### src/rtl/leg_current_pi.sv
module leg_current_pi #(
  parameter int W        = 16,
  parameter int NCH      = 6,
  parameter int SH       = 16,
  parameter int KP       = 328,
  parameter int KI       = 177,
  parameter int KM       = 131,
  parameter int DMAX_GAP = 1
) (
  input  logic             clk,
  input  logic             rst,
  input  logic             start_i,
  input  logic [NCH*W-1:0] cur_i,
  input  logic [W-1:0]     ipk_i,
  input  logic [W-1:0]     vhalf_i,
  input  logic [W-1:0]     vmax_i,
  input  logic [W-1:0]     vmid_i,
  output logic [NCH*W-1:0] duty_o,
  output logic             done_o
);

  localparam int CW   = 2*W + 8;
  localparam int CHW  = (NCH > 1) ? $clog2(NCH) : 1;
  localparam int CNTW = $clog2(2*W);
  localparam logic [W:0]             ONE      = {1'b1, {W{1'b0}}};
  localparam logic [W-1:0]           DMAX     = W'(ONE - (W+1)'(DMAX_GAP));
  localparam logic signed [CW-1:0]   KPC      = CW'(KP);
  localparam logic signed [CW-1:0]   KIC      = CW'(KI);
  localparam logic signed [CW-1:0]   KMC      = CW'(KM);
  localparam logic signed [CW-1:0]   DMAXC    = CW'(DMAX);
  localparam logic [CHW-1:0]         CH_LAST  = CHW'(NCH-1);
  localparam logic [CNTW-1:0]        CNT_LAST = CNTW'(2*W-1);

  typedef enum logic [1:0] {S_IDLE, S_LOAD, S_DIV, S_UPD} st_t;
  st_t st;

  logic [CHW-1:0]   ch;
  logic [CNTW-1:0]  cnt;
  logic [NCH*W-1:0] cur_l;
  logic [W-1:0]     ipk_l, vhalf_l, vmax_l, vmid_l;
  logic [2*W-1:0]   num_q, quo_q;
  logic [W-1:0]     rem_q;
  logic [W-1:0]            duty_q [NCH];
  logic signed [CW-1:0]    acc_q  [NCH];

  logic [W:0]           onem, rem_sh, shape;
  logic [2*W:0]         num_full, ref_prod;
  logic                 ge, sat;
  logic [W-1:0]         ref_w, cur_w, mag, dnext;
  logic signed [CW-1:0] err, pterm, iterm, mterm, usum;

  assign onem     = ONE - {1'b0, duty_q[ch]};
  assign num_full = vhalf_l * onem;
  assign rem_sh   = {rem_q, num_q[2*W-1]};
  assign ge       = rem_sh >= {1'b0, vmax_l};

  assign shape    = (quo_q > (2*W)'(ONE)) ? ONE : quo_q[W:0];
  assign ref_prod = ipk_l * shape;
  assign ref_w    = ref_prod[2*W-1:W];
  assign cur_w    = cur_l[ch*W +: W];
  assign mag      = cur_w[W-1] ? (~cur_w + W'(1)) : cur_w;
  assign err      = $signed(CW'(ref_w)) - $signed(CW'(mag));
  assign pterm    = (err * KPC) >>> SH;
  assign iterm    = (err * KIC) >>> SH;
  assign mterm    = ($signed({{(CW-W){vmid_l[W-1]}}, vmid_l}) * KMC) >>> SH;
  assign usum     = acc_q[ch] + iterm + pterm + mterm;

  always_comb begin
    sat   = 1'b1;
    dnext = '0;
    if (usum < 0) begin
      dnext = '0;
    end else if (usum > DMAXC) begin
      dnext = DMAX;
    end else begin
      dnext = usum[W-1:0];
      sat   = 1'b0;
    end
  end

  always_ff @(posedge clk) begin
    if (rst) begin
      st      <= S_IDLE;
      ch      <= '0;
      cnt     <= '0;
      done_o  <= 1'b0;
      num_q   <= '0;
      quo_q   <= '0;
      rem_q   <= '0;
      cur_l   <= '0;
      ipk_l   <= '0;
      vhalf_l <= '0;
      vmax_l  <= '0;
      vmid_l  <= '0;
      for (int k = 0; k < NCH; k++) begin
        duty_q[k] <= '0;
        acc_q[k]  <= '0;
      end
    end else begin
      done_o <= 1'b0;
      case (st)
        S_IDLE: if (start_i) begin
          cur_l   <= cur_i;
          ipk_l   <= ipk_i;
          vhalf_l <= vhalf_i;
          vmax_l  <= vmax_i;
          vmid_l  <= vmid_i;
          ch      <= '0;
          st      <= S_LOAD;
        end
        S_LOAD: begin
          num_q <= num_full[2*W-1:0];
          quo_q <= '0;
          rem_q <= '0;
          cnt   <= '0;
          st    <= S_DIV;
        end
        S_DIV: begin
          rem_q <= ge ? W'(rem_sh - {1'b0, vmax_l}) : rem_sh[W-1:0];
          num_q <= {num_q[2*W-2:0], 1'b0};
          quo_q <= {quo_q[2*W-2:0], ge};
          if (cnt == CNT_LAST) st <= S_UPD;
          else cnt <= cnt + CNTW'(1);
        end
        S_UPD: begin
          duty_q[ch] <= dnext;
          if (!sat) acc_q[ch] <= acc_q[ch] + iterm;
          if (ch == CH_LAST) begin
            done_o <= 1'b1;
            st     <= S_IDLE;
          end else begin
            ch <= ch + CHW'(1);
            st <= S_LOAD;
          end
        end
        default: st <= S_IDLE;
      endcase
    end
  end

  for (genvar k = 0; k < NCH; k++) begin : g_out
    assign duty_o[k*W +: W] = duty_q[k];

    p_duty_bound_r5: assert property (@(posedge clk) disable iff (rst)
      duty_q[k] <= DMAX);

    p_acc_frozen_r6: assert property (@(posedge clk) disable iff (rst)
      (st == S_UPD && ch == CHW'(k) && sat) |=> $stable(acc_q[k]));
  end

  p_reset_r1: assert property (@(posedge clk)
    rst |=> (duty_o == '0 && !done_o));

  p_done_pulse_r9: assert property (@(posedge clk) disable iff (rst)
    done_o |=> !done_o);

  p_done_src_r9: assert property (@(posedge clk) disable iff (rst)
    done_o |-> ($past(st) == S_UPD && $past(ch) == CH_LAST));

  p_latch_hold_r8: assert property (@(posedge clk) disable iff (rst)
    (st != S_IDLE) |=> ($stable(ipk_l) && $stable(vmid_l) && $stable(cur_l)
                        && $stable(vhalf_l) && $stable(vmax_l)));

  p_duty_quiet_r10: assert property (@(posedge clk) disable iff (rst)
    (st != S_UPD) |=> $stable(duty_o));

endmodule

### config.mk
export PLATFORM = sky130hd
export DESIGN_NAME = leg_current_pi
export DESIGN_NICKNAME = d
export VERILOG_FILES = /design/src/rtl/leg_current_pi.sv
export SDC_FILE = /design/constraint.sdc
export NUM_CORES = 2
export LEC_CHECK = 0
export ABC_CLOCK_PERIOD_IN_PS = 49000
export BUFFER_PORTS_ARGS = -buffer_cell sky130_fd_sc_hd__buf_2
export CORE_MARGIN = 2
export CORE_UTILIZATION = 52
export DETAILED_ROUTE_END_ITERATION = 12
export GPL_TIMING_DRIVEN = 0
export HOLD_SLACK_MARGIN = 0.1
export PLACE_DENSITY = 0.78
export SYNTH_ARGS = -nofsm -noshare
export SYNTH_HDL_FRONTEND = slang
export SYNTH_SLANG_ARGS = --single-unit
### constraint.sdc
create_clock -name clk -period 49 [get_ports clk]
set_input_delay 4.9 -clock clk [delete_from_list [all_inputs] [get_ports clk]]
set_output_delay 4.9 -clock clk [all_outputs]
set_load 0.1 [all_outputs]
Yosys cells after proc, flatten, opt, wreduce, memory -nomap -nowiden --
Memory sizes are Yosys's and may differ from the RTL's. A register that Yosys moved wholly into a read port is not among the register bits. Cells that the tools add are included.
Word-level totals: input bits 163, output and inout bits 97, memories kept 2, word-level logic and storage cells 93, register bits 251, RAM bits 336
Cells by class: bitwise gates (word level) 2, shift-type cells 1, add/sub/neg operators 9, multiplexer cells 39, order comparisons 4, eq/ne operators 9, $mul 5, reductions and logical operators 10
Memories:
- acc_q | depth 6, bits a word 40, rd ports 1, clocked after memory_dff 1, write ports 6, line 44 | logic signed [CW-1:0] acc_q [NCH];
- duty_q | depth 6, bits a word 16, rd ports 7, clocked after memory_dff 1, write ports 6, line 43 | logic [W-1:0] duty_q [NCH];
Operator list (number):
- 32-bit one-hot mux with 2 select lines | 2
- 96-bit by 8-bit variable part select with 16-bit output | 1
- 16-bit 2-to-1 mux | 5
- 16-bit by 17-bit multiplier with 32-bit output | 2
- 40-bit by 10-bit adder with 40-bit output | 1
- 40-bit by 11-bit adder with 40-bit output | 1
- 40-bit by 9-bit adder with 40-bit output | 1
- 40-bit by 17-bit > comparator with 1-bit output (second input constant) | 1
- 40-bit by 1-bit < comparator with 1-bit output (second input constant) | 1
- 40-bit 2-to-1 mux | 1
- 40-bit OR reduction | 1
- 32-bit by 17-bit > comparator with 1-bit output (second input constant) | 1
- 16-bit one-hot mux with 2 select lines | 1
- 17-bit by 9-bit multiplier with 26-bit output (second input constant) | 1
- 16-bit by 9-bit multiplier with 25-bit output (second input constant) | 1
- 17-bit by 7-bit multiplier with 24-bit output (second input constant) | 1
- 3-bit 2-to-1 mux | 8
- 17-bit by 16-bit greater-or-equal comparator with 1-bit output | 1
- 17-bit 2-to-1 mux | 1
- 16-bit by 16-bit subtractor with 17-bit output | 1
- 17-bit by 16-bit subtractor with 17-bit output (first input constant) | 1
- 16-bit by 1-bit adder with 16-bit output (second input constant) | 1
- 16-bit NOT | 1
- 16-bit OR reduction | 1
- other kinds (20) | 42

Longest topological paths before layout --
word-level depth 18, depth in mapped cells 86, gate-level depth less buffers 79

Worst setup path after synthesis --
Ideal clock, no wire load.
kind register to register, start register quo_q[8], end memory acc_q[6][0] in the netlist's numbering, enable pin, path slack 26187 ps, cell stages (with the launch flop) 67, required time 48502 ps, arrival 22315 ps, cell sequence dfxtp_1 -> or4_1 -> o41ai_1 -> clkbuf_1 -> and3_1 -> clkbuf_1 -> clkbuf_1 -> nand2_1 -> fa_1 -> fa_1 -> fa_1 -> inv_1 -> fa_1 -> fa_1 -> inv_1 -> fa_1 -> inv_1 -> ha_1 -> [... 31 more ...] -> ha_1 -> clkbuf_1 -> and4_1 -> nand3_1 -> nand3_1 -> a21o_1 -> a2bb2oi_1 -> a221oi_1 -> a21o_1 -> a21oi_1 -> nor2_1 -> xor2_1 -> or3_1 -> buf_2 -> buf_6 -> buf_6 -> buf_2 -> a211oi_1
RTL lines:
- start: declaration | line 41 | logic [2*W-1:0] num_q, quo_q;
- start signal: assignment | line 121 | quo_q <= {quo_q[2*W-2:0], ge};
- end: declaration | line 44

==> impl_metrics.sql <==
INSERT INTO impl_metrics (metric_group, metric, value, unit) VALUES
('status', 'violations', 'capacitance limit', ''),
('route', 'drt_wl_total', '189.0', 'mm'),
('cells_and_area', 'post_route_cells_drive_above_1_share', '0.1069', ''),
('setup_path', 'worst_path_dominant_cell_family', 'compound AO/OA/AOI/OAI gates', ''),
('sta', 'setup-tns-final', '0', 'ns'),
('sta', 'timing.final.setup_violations', '0', ''),
('floorplanning', 'die_x', '345.6', 'um'),
('cells_and_area', 'syn2layout_area_growth', '10.08', '%'),
('route', 'number_of_drc_markers_after_the_initial_detailed_route_iteration', '5254', ''),
('logic_synthesis', 'netlist.area_leader.share', '0.2217', ''),
('logic_synthesis', 'ys_types', '86', ''),
('setup_path', 'critical_path_peak_fanout', '19', ''),
('sta', 'unrepaired_setup_endpoints_after_global_routing', 'no', ''),
('setup_path', 'cp.required', '49.35', 'ns'),
('clock_network', 'htree_levels', '3', ''),
('setup_path', 'setup.worst_path.start_class', 'flop', ''),
('route', 'drtPass1Iterations', '8', ''),
('placed_design', 'place_ws', '21.68', 'ns'),
('logic_synthesis', 'syn_nets', '7234', ''),
('route', 'route.detailed.drc', '0', ''),
('clock_network', 'clock_tree_from_tritoncts', 'yes', ''),
('global_routing', 'antenna_found_initial', '13', ''),
('sta', 'worst-slew-pin-transition', '1.467', 'ns'),
('setup_path', 'timing_worst_setup_path_type', 'reg -> reg', ''),
('sta', 'final_ws_setup', '20.67', 'ns'),
('global_routing', 'grt_use_total', '0.3134', ''),
('logic_synthesis', 'mappedNetlistArea', '60690', 'sq um'),
('clock_network', 'cts_inserted_buffers', '77', ''),
('global_routing', 'maximum_number_of_pins_on_one_net_before_global_route_repair', '35', ''),
('setup_path', 'slowest_stage', 'nor4_1', ''),
('logic_synthesis', 'post-synth-top-area-cell', 'edfxtp_1', ''),
('logic_synthesis', 'synth_cells', '6081', ''),
('logic_synthesis', 'async_reset_ff_frac', '0', ''),
('cells_and_area', 'fin_nets', '7593', ''),
('route', 'route.met3.wl', '20.27', 'mm'),
('route', 'topRoutingLayerUsed', 'met5', ''),
('sta', 'timing.fmax', '35.30', 'MHz'),
('placed_design', 'gpl.final_weighted_congestion', '1.002', ''),
('route', 'dr_total_vias', '49430', ''),
('status', 'outcome', 'finished with violations', ''),
('setup_path', 'end_kind', 'flop', ''),
('logic_synthesis', 'synth_seq_cells', '702', ''),
('logic_synthesis', 'syn-mean-instance-area', '9.980', 'sq um'),
('clock_network', 'clock_path_buffers', '3', ''),
('logic_synthesis', 'synth.yosys.seq_area_share', '0.3055', ''),
('logic_synthesis', 'synth.yosys.warnings', '0', ''),
('route', 'detail_route.vias_per_cell', '6.157', ''),
('global_routing', 'number_of_global_route_vias_before_repair', '49600', ''),
('job', 'max_cap_viol_count', '1', ''),
('global_routing', 'gr-total-overflow', '0', ''),
('floorplanning', 'row_count', '125', ''),
('sta', 'finClkSkew', '0.02641', 'ns'),
('setup_path', 'critical_path.n_buffers_inverters', '16', ''),
('placed_design', 'place.port_buffers', '258', ''),
('cells_and_area', 'postLayoutCoreUtil', '0.5756', ''),
('setup_path', 'worst_path_most_repeated_cell', 'fa_1', ''),
('global_routing', 'grt_pass1_wl', '288.6', 'mm'),
('clock_network', 'clk_transition_reported_paths', '0.06', 'ns'),
('sta', 'fin_crit', '28.33', 'ns'),
('cells_and_area', 'fillerInstances', '9764', ''),
('route', 'drt-met1-wl', '71.38', 'mm'),
('clock_network', 'clock-root-buffer', 'clkbuf_16', ''),
('route', 'routed-wl-met2', '85.40', 'mm'),
('clock_network', 'cts_hold_buf', '0', ''),
('clock_network', 'cts_post_setup_buffers_inserted', '0', ''),
('floorplanning', 'start_util', '0.5229', ''),
('floorplanning', 'boundaryPins', '260', ''),
('floorplanning', 'die_height', '345.6', 'um'),
('sta', 'max_slew_margin', '0.01314', ''),
('logic_synthesis', 'netlist_top_cells_area', 'edfxtp_1, fa_1, ha_1', ''),
('sta', 'period_share', '0.5782', '');
[final timing paths]
check / cells after the start / startpoint / endpoint / slack, ns
min reg2reg: 2 / cur_l[49] / cur_l[49] / 0.45
min: 2 / cur_l[49] / cur_l[49] / 0.45
max: 82 / quo_q[0] / acc_q[6][19] / 20.67
max reg2reg: 82 / quo_q[0] / acc_q[6][19] / 20.67
[sequential cells by signal, summed over array words and instances, names as in the netlist, named ones only]
signal   cells
acc_q      320
duty_q     128
cur_l       96
num_q       32
quo_q       32
ipk_l       16
rem_q       16
vhalf_l     16
vmax_l      16
vmid_l      16
cnt          5
ch           3
st           2
done_o       1
[worst reg2reg max path, delay by kind of cell, from the launching register on]
kind	cells	cell delay [ns]
XOR/XNOR	3	2.01
AND/OR/NAND/NOR	22	5.69
adder cells (fa/ha/maj)	15	6.49
buffers and inverters	16	4.51
AO/OA/AOI/OAI	24	8.57
flip-flops	1	0.43
multiplexers	2	0.35
[cells in the final DEF (no fill, tap or decap), types with 24 or more instances in the layout]
cell,count
a2111oi_0,86
a2111oi_1,78
a2111oi_2,39
a211oi_1,157
a21o_1,70
a21oi_1,349
and2_1,201
and3_1,48
buf_1,24
buf_2,287
clkbuf_1,335
clkbuf_16,82
dfxtp_1,254
edfxtp_1,448
fa_1,511
ha_1,479
inv_1,794
mux2_2,30
mux2i_1,82
mux4_2,131
nand2_1,859
nand2b_1,43
nand3_1,89
nand4_1,27
nor2_1,201
nor2b_1,38
nor3_1,68
o21ai_0,111
xnor2_1,126
xor2_1,69
[per-stage QoR]
stage | hold WS (ns) | cell area (sq um) | instances
floorplan | 0.4331 | 60690 | 6081
global placement | 0.4394 | 63890 | 7863
detailed placement | 0.4442 | 64280 | 7885
CTS | 0.4552 | 66790 | 8025
global route | 0.4696 | 66790 | 8025
finish | 0.4535 | 66800 | 8028
[final cells by class]
| cell class | instances | area (sq um) | share of cell area |
|---|---|---|---|
| Multi-Input combinational cell | 4184 | 37540 | 0.5619 |
| Inverter | 796 | 2988 | 0.04473 |
| Tap cell | 1524 | 1907 | 0.02854 |
| Sequential cell | 702 | 18540 | 0.2775 |
| Clock inverter | 41 | 327.8 | 0.004907 |
| Buffer | 399 | 1673 | 0.02504 |
| Clock buffer | 99 | 2186 | 0.03272 |
| Antenna cell | 3 | 7.507 | 0.0001124 |
| Timing Repair Buffer | 280 | 1637 | 0.02450 |
[kinds of logic (layout without fill, tap and decap cells)]
family,Yosys count,after routing,share of synthesized area
fa+ha+maj,991,991,0.2675
mux,244,244,0.06793
compound gates,1076,1076,0.1265
buf+inv,1195,1615,0.07680
simple gates,1677,1677,0.1275
other cells,0,3,0
flops,702,702,0.3055
xor+xnor,196,196,0.02829
[Yosys cell counts (all sizes together), types with 27 or more instances]
cell     count
a21oi      349
nor2       201
ha         479
clkbuf     325
and2       201
xnor2      127
mux2        30
a2111oi    203
nand4       27
edfxtp     448
buf         74
a211oi     162
nor3        69
fa         511
nor2b       38
nand3       89
mux4       131
nand2b      43
a21o        70
inv        796
and3        48
xor2        69
o21ai      118
dfxtp      254
mux2i       83
nand2      860
[routing by layer]
layer,global-route usage,up-vias
li1,-,21680
met1,0.4074,24140
met2,0.4908,2953
met3,0.06401,645
met4,0.1769,8
met5,0,-
Power is left out: the tool's default activity adds up to more than one toggle a clock period on the data nets, which glitch-free logic cannot reach.
